--- src/rtl/gdrv_pkg.sv ---
package gdrv_pkg;

   // status flags from the analog comparators
   typedef struct packed {
      logic pri_uv;
      logic sec_uv;
      logic over_temp;
   } gdrv_flags_t;

   // flags that must hold the shared enable line low
   function automatic logic gdrv_line_fault(input gdrv_flags_t f);
      return f.pri_uv | f.over_temp;
   endfunction

endpackage

--- src/rtl/gdrv_sync.sv ---
module gdrv_sync #(
   parameter int STAGES = 2,
   parameter int WIDTH  = 1
) (
   input  logic             clk,
   input  logic             rst_n,
   input  logic [WIDTH-1:0] d,
   output logic [WIDTH-1:0] q
);
   generate
      if (STAGES < 2) begin : g_bad_stages
         $error("gdrv_sync needs at least two stages");
      end
      if (WIDTH < 1) begin : g_bad_width
         $error("gdrv_sync needs a positive width");
      end
   endgenerate

   logic [STAGES-1:0][WIDTH-1:0] chain;

   always_ff @(posedge clk or negedge rst_n) begin
      if (!rst_n) chain <= '0;
      else        chain <= {chain[STAGES-2:0], d};
   end

   assign q = chain[STAGES-1];
endmodule

--- src/rtl/gdrv_start_timer.sv ---
module gdrv_start_timer #(
   parameter int START_CYC = 25000
) (
   input  logic clk,
   input  logic rst_n,
   input  logic pri_uv,
   output logic busy
);
   generate
      if (START_CYC < 1) begin : g_bad_start
         $error("START_CYC must be at least one");
      end
   endgenerate

   localparam int CW = $clog2(START_CYC + 1);
   localparam logic [CW-1:0] LOAD = CW'(START_CYC);

   logic [CW-1:0] remain;

   always_ff @(posedge clk or negedge rst_n) begin
      if (!rst_n)              remain <= LOAD;
      else if (pri_uv)         remain <= LOAD;
      else if (remain != '0)   remain <= remain - 1'b1;
   end

   assign busy = (remain != '0);

   // the first cycle after the supply recovers is still inside startup
   p_startup_rearm_r3: assert property (@(posedge clk) disable iff (!rst_n)
      (!pri_uv && $past(pri_uv)) |-> busy);
endmodule

--- src/rtl/gdrv_out_gate.sv ---
module gdrv_out_gate #(
   parameter int MIN_PW_CYC = 10
) (
   input  logic clk,
   input  logic rst_n,
   input  logic run_ok,
   input  logic pwm_lvl,
   input  logic pwm_rise,
   output logic drv
);
   generate
      if (MIN_PW_CYC < 1) begin : g_bad_pw
         $error("MIN_PW_CYC must be at least one");
      end
   endgenerate

   localparam int HW = (MIN_PW_CYC > 1) ? $clog2(MIN_PW_CYC) : 1;
   localparam logic [HW-1:0] HOLD_LOAD = HW'(MIN_PW_CYC - 1);

   logic          armed;
   logic [HW-1:0] hold;

   always_ff @(posedge clk or negedge rst_n) begin
      if (!rst_n) begin
         armed <= 1'b0;
         drv   <= 1'b0;
         hold  <= '0;
      end else if (!run_ok) begin
         armed <= 1'b0;
         drv   <= 1'b0;
         hold  <= '0;
      end else if (!armed) begin
         if (pwm_rise) begin
            armed <= 1'b1;
            drv   <= 1'b1;
            hold  <= HOLD_LOAD;
         end
      end else if (hold != '0) begin
         hold <= hold - 1'b1;
      end else if (pwm_lvl != drv) begin
         drv  <= pwm_lvl;
         hold <= HOLD_LOAD;
      end
   end

   // an enabled output level never changes before its hold window ends
   p_min_width_r8: assert property (@(posedge clk) disable iff (!rst_n)
      (run_ok && $past(run_ok) && (drv != $past(drv))) |-> ($past(hold) == '0));
endmodule

--- src/rtl/gdrv_refresh.sv ---
module gdrv_refresh #(
   parameter int REFRESH_CYC = 1200
) (
   input  logic clk,
   input  logic rst_n,
   input  logic active,
   input  logic pwm_edge,
   output logic req
);
   generate
      if (REFRESH_CYC < 2) begin : g_bad_ref
         $error("REFRESH_CYC must be at least two");
      end
   endgenerate

   localparam int RW = $clog2(REFRESH_CYC);
   localparam logic [RW-1:0] RELOAD = RW'(REFRESH_CYC - 1);

   logic [RW-1:0] left;

   always_ff @(posedge clk or negedge rst_n) begin
      if (!rst_n) begin
         left <= RELOAD;
         req  <= 1'b0;
      end else if (!active || pwm_edge) begin
         left <= RELOAD;
         req  <= 1'b0;
      end else if (left == '0) begin
         left <= RELOAD;
         req  <= 1'b1;
      end else begin
         left <= left - 1'b1;
         req  <= 1'b0;
      end
   end

   // each request lasts exactly one cycle
   p_refresh_single_r10: assert property (@(posedge clk) disable iff (!rst_n)
      req |=> !req);
   // no request follows a standby cycle
   p_refresh_quiet_r11: assert property (@(posedge clk) disable iff (!rst_n)
      !$past(active) |-> !req);
endmodule

--- src/rtl/gdrv_seq.sv ---
module gdrv_seq
   import gdrv_pkg::*;
#(
   parameter int SYNC_STAGES = 2,
   parameter int START_CYC   = 25000,
   parameter int MIN_PW_CYC  = 10,
   parameter int REFRESH_CYC = 1200
) (
   input  logic clk,
   input  logic rst_n,
   input  logic pwm_in,
   input  logic en_line_in,
   input  logic pri_uv,
   input  logic sec_uv,
   input  logic ot_flag,
   output logic en_pull_low,
   output logic out_pu,
   output logic out_pd,
   output logic refresh_req
);
   gdrv_flags_t flags;
   logic [1:0]  sync_q;
   logic        pwm_s, en_s, pwm_d;
   logic        start_busy, run_ok, drv, line_up;

   assign flags = '{pri_uv: pri_uv, sec_uv: sec_uv, over_temp: ot_flag};

   gdrv_sync #(.STAGES(SYNC_STAGES), .WIDTH(2)) u_sync (
      .clk (clk),
      .rst_n (rst_n),
      .d (pwm_in_en(pwm_in, en_line_in)),
      .q (sync_q)
   );

   function automatic logic [1:0] pwm_in_en(input logic p, input logic e);
      return {e, p};
   endfunction

   assign pwm_s = sync_q[0];
   assign en_s  = sync_q[1];

   always_ff @(posedge clk or negedge rst_n) begin
      if (!rst_n) pwm_d <= 1'b0;
      else        pwm_d <= pwm_s;
   end

   gdrv_start_timer #(.START_CYC(START_CYC)) u_timer (
      .clk (clk),
      .rst_n (rst_n),
      .pri_uv (flags.pri_uv),
      .busy (start_busy)
   );

   assign en_pull_low = gdrv_line_fault(flags) | start_busy;
   assign line_up     = en_s & ~en_pull_low;
   assign run_ok      = line_up & ~flags.sec_uv;

   gdrv_out_gate #(.MIN_PW_CYC(MIN_PW_CYC)) u_gate (
      .clk (clk),
      .rst_n (rst_n),
      .run_ok (run_ok),
      .pwm_lvl (pwm_s),
      .pwm_rise (pwm_s & ~pwm_d),
      .drv (drv)
   );

   assign out_pu = drv & run_ok;
   assign out_pd = ~out_pu;

   gdrv_refresh #(.REFRESH_CYC(REFRESH_CYC)) u_refresh (
      .clk (clk),
      .rst_n (rst_n),
      .active (line_up),
      .pwm_edge (pwm_s ^ pwm_d),
      .req (refresh_req)
   );

   // primary undervoltage shuts the output and flags the line at once
   p_uv_shutdown_r7: assert property (@(posedge clk) disable iff (!rst_n)
      pri_uv |-> (!out_pu && en_pull_low));
   // a low enable line keeps the output off
   p_line_low_out_low_r4: assert property (@(posedge clk) disable iff (!rst_n)
      !en_s |-> !out_pu);
   // secondary undervoltage keeps the output off
   p_sec_uv_out_low_r6: assert property (@(posedge clk) disable iff (!rst_n)
      sec_uv |-> !out_pu);
endmodule

--- config.mk ---
export PLATFORM = sky130hd
export DESIGN_NAME = gdrv_seq
export DESIGN_NICKNAME = d
export VERILOG_FILES = /design/src/rtl/gdrv_pkg.sv /design/src/rtl/gdrv_sync.sv /design/src/rtl/gdrv_start_timer.sv /design/src/rtl/gdrv_out_gate.sv /design/src/rtl/gdrv_refresh.sv /design/src/rtl/gdrv_seq.sv
export SDC_FILE = /design/constraint.sdc
export NUM_CORES = 1
export LEC_CHECK = 0
export ABC_CLOCK_PERIOD_IN_PS = 2900
export BUFFER_PORTS_ARGS = -buffer_cell sky130_fd_sc_hd__buf_4
export CORE_MARGIN = 1
export CORE_UTILIZATION = 30
export DETAILED_ROUTE_END_ITERATION = 10
export SETUP_SLACK_MARGIN = 0.05
export SYNTH_ARGS = -nofsm -noshare
export SYNTH_HDL_FRONTEND = slang
export SYNTH_SLANG_ARGS = --single-unit
--- constraint.sdc ---
create_clock -name clk -period 2.9 [get_ports clk]
set_clock_uncertainty 0.15 [all_clocks]
set_input_delay 0 -clock clk [delete_from_list [all_inputs] [get_ports clk]]
set_output_delay 0 -clock clk [all_outputs]
set_load 0.02 [all_outputs]
**After elaboration in Yosys (flattened, before gate mapping)**

Cells that the tools add are included.

- Add/subtract/negate cells: 3
- Equal/unequal tests: 5
- Multiplexer cells: 19
- Bitwise operators: 11
- Reduce and logical (&&, ||, !) cells: 8

Operator list:

| cell | number |
|---|---|
| two-way mux 15 bit | 2 |
| two-way mux 11 bit | 2 |
| two-way mux 4 bit | 5 |
| nonzero test 15 bit | 1 |
| subtractor 15 x 1 -> 15 bit, second input constant | 1 |
| zero test 11 bit | 1 |
| subtractor 11 x 1 -> 11 bit, second input constant | 1 |
| two-way mux 1 bit | 10 |
| != test 3 bit, second input constant | 2 |
| AND 1 bit | 4 |
| != test 4 bit, second input constant | 1 |
| NOT 1 bit | 4 |
| nonzero test 4 bit | 1 |
| subtractor 4 x 1 -> 4 bit, second input constant | 1 |
| != test 3 x 1 -> 1 bit, second input constant | 1 |
| AND reduction 3 bit | 1 |
| OR 1 bit | 2 |
| AND reduction 2 bit | 1 |
| nonzero test 2 bit | 1 |
| zero test 1 bit | 1 |
| logical OR 1 bit | 1 |
| != test 1 bit | 1 |
| XOR 1 bit | 1 |

- Register bits after elaboration: 38
- Input port bits: 7

**Longest topological paths before layout**

- Depth after elaboration: 7
- Gate-level depth with buffers: 7
- Gate-level depth less buffers: 6

**Modules after synthesis**

From an unflattened synthesis, not the netlist that was laid out.

- Cells, all modules: 201
- Area, all modules: 2054.5 µm²

Modules (own cells, without submodules):

| module | times used | cells each | area each (µm²) | sequential area each (µm²) |
|---|---|---|---|---|
| gdrv_start_timer | 1 | 86 | 848.3 | 382.9 |
| gdrv_refresh | 1 | 58 | 614.3 | 309.0 |
| gdrv_out_gate | 1 | 41 | 379.1 | 150.1 |
| gdrv_sync | 1 | 6 | 115.1 | 100.1 |
| gdrv_seq | 1 | 10 | 97.6 | 25.0 |

**Worst setup path after synthesis**

No wires, ideal clock.

- Path type: register to output
- Start: reg u_timer.remain[11]
- End: out en_pull_low
- Arrival time: 2105 ps
- Path slack: 645 ps
- Stages on the path, launching flop included: 5
- Path buffers: 1
- Cell sequence: dfrtp_1 > or4_1 > buf_2 > or4_4 > or4b_1

- Cells in the longest elaborated chain, start to end: 2

Ends and longest elaborated chain:

| element | RTL line | RTL |
|---|---|---|
| start, declared | gdrv_start_timer.sv:18 | `logic [CW-1:0] remain;` |
| start signal, assigned | gdrv_start_timer.sv:23 | `else if (remain != '0) remain <= remain - 1'b1;` |
| nonzero test 15 bit | gdrv_start_timer.sv:26 | `assign busy = (remain != '0);` |
| OR 1 bit | gdrv_seq.sv:54 | `assign en_pull_low = gdrv_line_fault(flags) \| start_busy;` |
| end, declared | gdrv_seq.sv:16 | `output logic en_pull_low,` |

No other way between the ends.

**Worst setup path in the final report**

Ends and elaborated chain as after synthesis.

==> metrics <==
routed wire length 3710 um; dpl ws 0.541 ns; Detail Route Antenna Nets 0; Buffers on Ports 10; top cells by area, synth dfrtp_1 (32%), dfstp_2 (18%), nor2_1 (4.2%); Max Buffers Root-to-Sink 2; vias per std cell 5.16; Ys Warns 0; met1 usage 0.173; Fmax achieved 0.371 GHz; io pins 11; setup repair bufs after CTS 0; Setup TNS 0 ns; global-route wire length before repair 6790 um; initial antenna violation count 0; crit path time final 2.69 ns; final number of setup-violating endpoints 0; via count 1491; chip height 82.5 um; Post-Syn Area 0.00194 mm^2; placement-stage cell area 0.00210 mm^2; Commonest cells post-synth dfrtp_1 (25), nor2_1 (22), dfstp_2 (13), inv_1 (12); Remaining Overflow, GRT 0; Cell variety after synth 42; root cell of the clock tree clkbuf_8; critical path class flop to output pin; Die Area 0.00681 mm^2; Syn Inst Count 194; initial DRC count 55; CTS tree yes; final instance count without filler cells 289; fin util 0.374; Core Rows 28; drt wl/cell 12.8 um; final worst slack 0.208 ns; area grow syn2layout 17.2%; Total Routing Usage GR 0.133; Post-synth ARST share 1.00; status finished clean; CP Capture Type output pin; max_cap viols 0; Rel. slew slack 0.533; Crit Path Max Fanout 7; drt first pass iters 4; post-synth top area share 0.322; Worst R2R Start u_timer.remain[0]; Placer Congestion 0.799; area of the core 0.00610 mm^2; share of layout cells above drive strength 1 0.178; Placed Cells 275; vias in the first global route 1427; final non-filler cell area 0.00228 mm^2; period utilization 0.928; fin nets 226; post-synthesis sequential area ratio 0.497; RSZ-0062 raised after global routing no; number of synthesized flops with an enable pin 0; hpwl dp 2600 um; global-route met2 utilization 0.217; R2R Path End u_timer.remain[10]; CP Data Required Time 2.75 ns; worst vdd ir 0.000181 V; Tightest Hold Check Type input port to async pin; synthesized flop and latch total 38; Max Slew Vio Count 0; crit start category flop; met3 Track Usage GR 0.0341; power density over the cells 484 mW/mm^2; top-count cell post-synth dfrtp_1; CP Data Arrival Time 2.54 ns; Final Hold Fails 0; H-tree lvl count 2; R2R Setup Slk 0.72 ns; largest net degree at the start of global routing 39; worst r2r path cells 5; CTS Buf Count 5; CTS Sinks 38; starting density of the core 0.319; Mean Syn Cell Area 10.0 um^2; leakage 0.878 nW; Synth Flop Type dfrtp_1; syn nets 207; most used routing layer met2; Slew @ Worst Pin 0.698 ns; largest area contributor in the netlist dfrtp_1; Die W 82.5 um; Clock Pin Slew Worst Setup and Hold Paths 0.08 ns; Worst-Skew Late Latency 0.29 ns; number of remaining DRC errors 0; Ant. Diodes 0
-- state kept, by name, summed over array words and instances, names as in the netlist --
| name | cells |
|---|---|
| u_gate.hold | 4 |
| u_sync.chain | 2 |
| u_gate.armed | 1 |
| u_sync.q | 2 |
| u_refresh.req | 1 |
| u_timer.remain | 15 |
| u_gate.drv | 1 |
| u_refresh.left | 11 |
| pwm_d | 1 |
-- power by group --
part	leakage [nW]	internal (mW)	switching [mW]	total, mW
Clock	0.0585	0.281	0.187	0.467
Combinational	0.349	0.0326	0.0433	0.0759
Sequential	0.471	0.546	0.0133	0.559
Total	0.878	0.859	0.243	1.10
-- metal layers --
metal / share of wire / vias to the layer above
met4: 0.013 / 0
li1: - / 746
met3: 0.032 / 5
met2: 0.47 / 18
met5: 0 / -
met1: 0.49 / 722
-- cells in the final DEF (no fill, tap or decap), types with 3 or more instances in the layout --
master         count
nand2_1           10
ha_1               6
inv_1             12
nand3_1            4
nand2b_1           3
nor4b_1            4
nor3_1             4
nor2_1            22
dfstp_2           13
o211ai_1           3
o21ai_0            6
buf_4             12
or3_1              5
or4_1              8
a21oi_1           10
clkbuf_8           6
nor3b_1            4
dfrtp_1           25
dlygate4sd3_1      6
xnor2_1            8
nor4_1             7
o31ai_1            7
-- through the flow --
stage / hold slack [ns] / total power, mW
after floorplan: -0.446 / 0.609
after global routing: 0.112 / 1.15
after detailed placement: -0.148 / 0.640
after global placement: -0.149 / 0.639
after CTS: 0.0767 / 1.12
final: 0.0588 / 1.10
-- worst max-delay path: stages (launching register included) --
cell	delay, ns
dfrtp_1	0.41
or4_1	0.66
or4_4	0.55
or4b_1	0.47
buf_4	0.17
-- cells by family (layout without fill, tap and decap cells) --
logic type / Yosys count / in the layout / share of synthesized area
simple gates: 86 / 86 / 0.258
flops: 38 / 38 / 0.497
compound gates: 34 / 34 / 0.114
buf+inv: 18 / 38 / 0.0360
xor+xnor: 10 / 10 / 0.0450
fa+ha+maj: 6 / 6 / 0.0386
mux: 2 / 2 / 0.0109
-- timing repair --
action,CTS,global route
setup endpoints to repair,0,0
endpoints found under the hold margin,63,0
gates resized for setup,0,0
hold buffers,6,0
-- cell type report --
type / count / area [um^2]
Fill cell: 639 / 3820
Clock buffer: 7 / 86.3
Clock inverter: 1 / 30.0
Timing Repair Buffer: 18 / 150
Inverter: 12 / 45.0
Tap cell: 75 / 93.8
Multi-Input combinational cell: 138 / 907
Sequential cell: 38 / 967
-- worst max path at each step --
stage / from / to / slack, ns
6_report: u_timer.remain[11] / en_pull_low / 0.21
5_1_grt: u_timer.remain[11] / en_pull_low / 0.14
4_1_cts: u_timer.remain[11] / en_pull_low / 0.21
3_5_place_dp: u_timer.remain[11] / en_pull_low / 0.54
3_3_place_gp: u_timer.remain[11] / en_pull_low / 0.55
2_1_floorplan: u_timer.remain[11] / en_pull_low / 0.65
(Power assumes the default switching activity.)
